==> src/rtl/spi_bm_pkg.sv <==
package spi_bm_pkg;
  typedef enum logic [1:0] {
    SEL_CTRL = 2'd0,
    SEL_STAT = 2'd1,
    SEL_DATA = 2'd2,
    SEL_NONE = 2'd3
  } reg_sel_e;

  localparam int CTL_IE  = 7;
  localparam int CTL_EN  = 6;
  localparam int CTL_POL = 3;
  localparam int CTL_PHA = 2;

  localparam int ST_DONE  = 7;
  localparam int ST_COLL  = 6;
  localparam int ST_FAULT = 4;
endpackage

==> src/rtl/spi_bm_rate.sv <==
module spi_bm_rate #(
  parameter int HALF_LEN0 = 1,
  parameter int HALF_LEN1 = 2,
  parameter int HALF_LEN2 = 8,
  parameter int HALF_LEN3 = 16,
  parameter int CNT_W     = 5
) (
  input  logic       clk,
  input  logic       rst_n,
  input  logic       run,
  input  logic       restart,
  input  logic [1:0] rate,
  output logic       tick
);
  logic [CNT_W-1:0] cnt;
  logic [CNT_W-1:0] lim;

  always_comb begin
    unique case (rate)
      2'd0:    lim = CNT_W'(HALF_LEN0 - 1);
      2'd1:    lim = CNT_W'(HALF_LEN1 - 1);
      2'd2:    lim = CNT_W'(HALF_LEN2 - 1);
      default: lim = CNT_W'(HALF_LEN3 - 1);
    endcase
  end

  assign tick = run && (cnt >= lim);

  always_ff @(posedge clk or negedge rst_n) begin
    if (!rst_n)                       cnt <= '0;
    else if (restart || !run || tick) cnt <= '0;
    else                              cnt <= cnt + 1'b1;
  end
endmodule

==> src/rtl/spi_bm_shift.sv <==
module spi_bm_shift #(
  parameter int DATA_W = 8
) (
  input  logic              clk,
  input  logic              rst_n,
  input  logic              start,
  input  logic [DATA_W-1:0] load_val,
  input  logic              tick,
  input  logic              cpol,
  input  logic              cpha,
  input  logic              miso,
  output logic              busy,
  output logic              done,
  output logic [DATA_W-1:0] rx_byte,
  output logic              sck,
  output logic              mosi
);
  localparam int HALVES = 2 * DATA_W;
  localparam int H_W    = $clog2(HALVES);

  logic [H_W-1:0]    half;
  logic [DATA_W-1:0] tx_sr;
  logic [DATA_W-1:0] rx_sr;
  logic              last_half;

  assign last_half = (half == H_W'(HALVES - 1));
  assign done      = busy && tick && last_half;
  assign sck       = busy ? (cpol ^ cpha ^ half[0]) : cpol;
  assign mosi      = busy & tx_sr[DATA_W-1];

  always_ff @(posedge clk or negedge rst_n) begin
    if (!rst_n) begin
      busy    <= 1'b0;
      half    <= '0;
      tx_sr   <= '0;
      rx_sr   <= '0;
      rx_byte <= '0;
    end else if (start) begin
      busy  <= 1'b1;
      half  <= '0;
      tx_sr <= load_val;
    end else if (busy && tick) begin
      half <= half + 1'b1;
      if (!half[0]) begin
        rx_sr <= {rx_sr[DATA_W-2:0], miso};
      end else if (!last_half) begin
        tx_sr <= {tx_sr[DATA_W-2:0], 1'b0};
      end
      if (last_half) begin
        busy    <= 1'b0;
        rx_byte <= rx_sr;
      end
    end
  end
endmodule

==> src/rtl/spi_bm_regs.sv <==
module spi_bm_regs
  import spi_bm_pkg::*;
#(
  parameter int DATA_W = 8
) (
  input  logic              clk,
  input  logic              rst_n,
  input  logic [1:0]        reg_sel,
  input  logic              wr_en,
  input  logic              rd_en,
  input  logic [DATA_W-1:0] wdata,
  input  logic              busy,
  input  logic              done,
  input  logic [DATA_W-1:0] rx_byte,
  output logic              start,
  output logic              sys_en,
  output logic              cpol,
  output logic              cpha,
  output logic [1:0]        rate,
  output logic              flag_done,
  output logic              flag_coll,
  output logic [DATA_W-1:0] rdata,
  output logic              irq
);
  reg_sel_e          sel;
  logic [DATA_W-1:0] ctrl_q;
  logic              cap_done;
  logic              cap_coll;
  logic              data_hit;
  logic              coll;
  logic              clr;
  logic [DATA_W-1:0] stat_word;

  assign sel      = reg_sel_e'(reg_sel);
  assign sys_en   = ctrl_q[CTL_EN];
  assign cpol     = ctrl_q[CTL_POL];
  assign cpha     = ctrl_q[CTL_PHA];
  assign rate     = ctrl_q[1:0];
  assign data_hit = (sel == SEL_DATA);
  assign start    = wr_en && data_hit && sys_en && !busy;
  assign coll     = wr_en && data_hit && sys_en && busy;
  assign clr      = data_hit && (rd_en || (wr_en && sys_en));
  assign irq      = flag_done & ctrl_q[CTL_IE];

  always_comb begin
    stat_word           = '0;
    stat_word[ST_DONE]  = flag_done;
    stat_word[ST_COLL]  = flag_coll;
    stat_word[ST_FAULT] = 1'b0;
  end

  always_comb begin
    unique case (sel)
      SEL_CTRL: rdata = ctrl_q;
      SEL_STAT: rdata = stat_word;
      SEL_DATA: rdata = rx_byte;
      default:  rdata = '0;
    endcase
  end

  always_ff @(posedge clk or negedge rst_n) begin
    if (!rst_n) begin
      ctrl_q    <= '0;
      flag_done <= 1'b0;
      flag_coll <= 1'b0;
      cap_done  <= 1'b0;
      cap_coll  <= 1'b0;
    end else begin
      if (wr_en && sel == SEL_CTRL) ctrl_q <= wdata;
      if (rd_en && sel == SEL_STAT) begin
        cap_done <= flag_done;
        cap_coll <= flag_coll;
      end else if (clr) begin
        cap_done <= 1'b0;
        cap_coll <= 1'b0;
      end
      flag_done <= done | (flag_done & ~(clr & cap_done));
      flag_coll <= coll | (flag_coll & ~(clr & cap_coll));
    end
  end
endmodule

==> src/rtl/spi_byte_master.sv <==
module spi_byte_master #(
  parameter int DATA_W    = 8,
  parameter int HALF_LEN0 = 1,
  parameter int HALF_LEN1 = 2,
  parameter int HALF_LEN2 = 8,
  parameter int HALF_LEN3 = 16
) (
  input  logic              clk,
  input  logic              rst_n,
  input  logic [1:0]        reg_sel,
  input  logic              wr_en,
  input  logic              rd_en,
  input  logic [DATA_W-1:0] wdata,
  output logic [DATA_W-1:0] rdata,
  output logic              irq,
  output logic              sck,
  output logic              mosi,
  input  logic              miso
);
  localparam int CNT_W = $clog2(HALF_LEN3 + 1);

  logic              start;
  logic              sys_en;
  logic              cpol;
  logic              cpha;
  logic [1:0]        rate;
  logic              flag_done;
  logic              flag_coll;
  logic              busy;
  logic              xfer_done;
  logic              tick;
  logic [DATA_W-1:0] rx_byte;

  spi_bm_regs #(.DATA_W(DATA_W)) u_regs (
    .clk(clk), .rst_n(rst_n), .reg_sel(reg_sel), .wr_en(wr_en), .rd_en(rd_en),
    .wdata(wdata), .busy(busy), .done(xfer_done), .rx_byte(rx_byte),
    .start(start), .sys_en(sys_en), .cpol(cpol), .cpha(cpha), .rate(rate),
    .flag_done(flag_done), .flag_coll(flag_coll), .rdata(rdata), .irq(irq)
  );

  spi_bm_rate #(
    .HALF_LEN0(HALF_LEN0), .HALF_LEN1(HALF_LEN1),
    .HALF_LEN2(HALF_LEN2), .HALF_LEN3(HALF_LEN3), .CNT_W(CNT_W)
  ) u_rate (
    .clk(clk), .rst_n(rst_n), .run(busy), .restart(start), .rate(rate), .tick(tick)
  );

  spi_bm_shift #(.DATA_W(DATA_W)) u_shift (
    .clk(clk), .rst_n(rst_n), .start(start), .load_val(wdata), .tick(tick),
    .cpol(cpol), .cpha(cpha), .miso(miso), .busy(busy), .done(xfer_done),
    .rx_byte(rx_byte), .sck(sck), .mosi(mosi)
  );
endmodule

==> config.mk <==
export PLATFORM = sky130hd
export DESIGN_NAME = spi_byte_master
export DESIGN_NICKNAME = d
export VERILOG_FILES = /design/src/rtl/spi_bm_pkg.sv /design/src/rtl/spi_bm_rate.sv /design/src/rtl/spi_bm_shift.sv /design/src/rtl/spi_bm_regs.sv /design/src/rtl/spi_byte_master.sv
export SDC_FILE = /design/constraint.sdc
export NUM_CORES = 1
export LEC_CHECK = 0
export BUFFER_PORTS_ARGS = -buffer_cell sky130_fd_sc_hd__buf_2
export CAP_MARGIN = 25
export CORE_AREA = 2 2 66 68
export CTS_BUF_LIST = sky130_fd_sc_hd__clkbuf_4
export CTS_CLUSTER_DIAMETER = 100
export DETAILED_ROUTE_END_ITERATION = 7
export DIE_AREA = 0 0 68 70
export PLACE_DENSITY = 0.79
export SLEW_MARGIN = 10
export SYNTH_ARGS = -nofsm -noshare
export SYNTH_HDL_FRONTEND = slang
export SYNTH_HIERARCHICAL = 1
export SYNTH_SLANG_ARGS = --single-unit
==> constraint.sdc <==
create_clock -name clk -period 3.8 [get_ports clk]
set_clock_uncertainty 0.1 [all_clocks]
set_input_delay 0.19 -clock clk [delete_from_list [all_inputs] [get_ports clk]]
set_output_delay 0.19 -clock clk [all_outputs]
set_load 0.05 [all_outputs]
==> summary.txt <==
Critical path class -> flop to flop
Slew HR -> 36.28%
CP startpoint kind -> flop
Period utilization -> 74.68%
Diode count -> 0
Nets -> 259
Met1 global-route usage -> 30.40%
CTS Buf Count -> 5
Sink Count -> 46
Synthesized area -> 2331 um2
Layout fillers -> 333
Hold WC Path Type -> input port to flop
Largest net degree at the start of global routing -> 47
Die ar. -> 4760 um2
Required time worst endpoint -> 3.96 ns
Syn Inst Count -> 203
Starting Density -> 56.25%
Vias in the first global route -> 1614
Final core occ -> 63.89%
Crit Path Max Fanout -> 8
Maximum vdd drop -> 330.5 uV
Unrepaired setup endpoints after global routing -> false
Synth Register Bits -> 46
DR vias/cell -> 5.608
Crit path DAT -> 2.99 ns
Worst-margin pin slew -> 0.9551 ns
Met2 Use GR -> 32.15%
Global-route wire length before repair -> 7527 um
Syn Area/Cell -> 11.48 um2
Status -> complete, no violations
Initial DRT Pass Iterations -> 4
GRT Util Overall -> 21.17%
Setup tns final -> 0 ns
Hold-fix buffers, CTS -> 11
Mean routed wirelength per cell -> 15.65 um
Final GP Congestion -> 0.8053
Skew-Pair Late Insertion Delay -> 0.36 ns
Synth cell types -> 42
Met3 Use GR -> 5.314%
Layout cells sized above 1 -> 29.29%
Leakage -> 1.236 nW
Initial antenna violation count -> 0
Clk Tree Root Cell -> clkbuf_4
Post-CTS Resized -> 0
Max incr delay on CP -> 0.45 ns
Die Width -> 68 um
DRT Wirelength -> 4553 um
CP endpoint kind -> flop
Most common cell after layout, fill and taps aside -> dfrtp_1
Global route total overflow -> 0
Number of flops mapped to enable cells by yosys -> 0
Fmax -> 352.4 MHz
Max-slew violation count -> 0
Initial DRC count -> 65
DP Wirelength -> 3084 um
CTS tree -> yes
FP Rows -> 24
Maxcap violations -> 0
Crit-path cells -> or2_2 > ha_1 > nor2b_1 > o21ai_1 > a31o_2 > nand2_4 > nor3_4 > mux2_2
CP max-delay cell -> dfrtp_1
Setup repair bufs after CTS -> 0
Via count -> 1632
Final ANT Viol Nets -> 0
PD cells -> 603.3 nW/um2
Port Buffer Count -> 25
Drc violations -> 0
CORE AREA -> 4144 um2
Final Setup Violations -> 0
Syn Nets -> 224
Share of flip-flops with an asynchronous set or reset -> 100.0%
Clock transition at path regs -> 0.14 ns
Ports -> 26
Synth Warn # -> 6
Synthesis-to-finish area growth -> 13.58%
Sequential-to-total area share from yosys stat -> 49.38%
H-tree depth -> 2
Clock Tree Buf Depth -> 2
Most frequent cells in the layout -> dfrtp_1 (46), buf_2 (25), mux2_2 (16)
Final hold vios -> 0
Chip Height -> 70 um
Final Critical Period -> 2.838 ns
Top_reg_cell synth -> dfrtp_1
Grt peak-use layer -> met2
==> cell families after synthesis <==
family                     after synthesis  share of synthesized area, %
adders and majority gates                6                         3.221
AOI/OAI and AO/OA                       43                         10.52
xor gates and xnor gates                 6                         2.254
buffers and inverters                   13                         3.112
muxes                                   32                         16.32
and+or+nand+nor                         57                         15.19
DFF                                     46                         49.38
==> report_power, final <==
part	switching (mW)	internal, mW
sequential	0.137	0.633
combinational	0.349	0.252
clock	0.158	0.0690
total	0.644	0.954
==> registers in the layout (all words and copies together), names as in the netlist, 4 cells and up <==
signal and cells:
u_shift/rx_byte 8, u_regs/ctrl_q 8, u_shift/rx_sr 8, u_shift/tx_sr 8, u_shift/half 4, u_rate/cnt 5
==> per-layer routing <==
metal	vias up	part of all wire, %
met5	-	0
met2	39	48
met3	5	4.5
met4	0	1.1
li1	790	-
met1	798	46
==> critical path: cells and delay by family, from the launching register on <==
family                     cells  cell delay (ns)
muxes                          1             0.39
and+or+nand+nor                4             0.86
AOI/OAI and AO/OA              2             0.65
adders and majority gates      1             0.27
DFF                            1             0.45
==> Yosys cell counts (2+ instances only) <==
| library cell | n | area [um2] |
|---|---|---|
| xnor2_1 | 2 | 17.52 |
| a31oi_1 | 8 | 50.05 |
| nand3_1 | 6 | 30.03 |
| ha_1 | 6 | 75.07 |
| nor2_1 | 10 | 37.54 |
| a21oi_1 | 13 | 65.06 |
| mux2_2 | 16 | 180.2 |
| buf_6 | 2 | 22.52 |
| clkbuf_1 | 4 | 15.01 |
| nand2_1 | 14 | 52.55 |
| mux2_4 | 8 | 120.1 |
| buf_4 | 2 | 15.01 |
| inv_1 | 3 | 11.26 |
| mux2i_1 | 8 | 80.08 |
| xor2_1 | 4 | 35.03 |
| nand4_1 | 2 | 12.51 |
| o21ai_0 | 14 | 70.07 |
| nor3_4 | 2 | 32.53 |
| a211oi_1 | 3 | 22.52 |
| nor2b_1 | 9 | 56.30 |
| dfrtp_1 | 46 | 1151 |
==> path summary, 6_finish.rpt <==
kind / startpoint / to / slack, ns / depth (start not counted)
setup / recovery: u_regs/ctrl_q[1] / u_shift/rx_byte[4] / 0.96 / 8
hold / removal: reg_sel[0] / u_regs/flag_coll / 0.14 / 3
setup reg to reg: u_regs/ctrl_q[1] / u_shift/rx_byte[4] / 0.96 / 8
hold reg to reg: u_regs/cap_done / u_regs/flag_done / 0.39 / 1
max in group asynchronous: rst_n / u_shift/tx_sr[7] / 2.91 / 3
min in group asynchronous: rst_n / u_regs/cap_done / 0.19 / 2
==> cell type report <==
type,count,area [um2],share of cell area (%)
clock buffer,5,37.54,1.418
clock inverter,3,16.27,0.6144
inverter,4,15.01,0.5671
multi-input combinational,144,1107,41.82
sequential,46,1151,43.48
tap,52,65.06,2.457
timing repair buffer,37,255.2,9.641
==> metrics by stage <==
| stage | hold slack [ns] | total power [mW] | setup WS, ns | std cells | area [um2] |
|---|---|---|---|---|---|
| 3_3_place_gp | 0.3189 | 1.346 | 1.124 | 271 | 2464 |
| 5_1_grt | 0.1449 | 1.711 | 0.8241 | 291 | 2648 |
| 6_report | 0.1358 | 1.597 | 0.9620 | 291 | 2648 |
| 3_5_place_dp | 0.3244 | 1.369 | 1.041 | 271 | 2464 |
| 2_1_floorplan | -0.2056 | 1.225 | 1.174 | 203 | 2331 |
| 4_1_cts | 0.1211 | 1.610 | 1.009 | 290 | 2628 |
No activity file was read; power rests on OpenSTA's default activity.
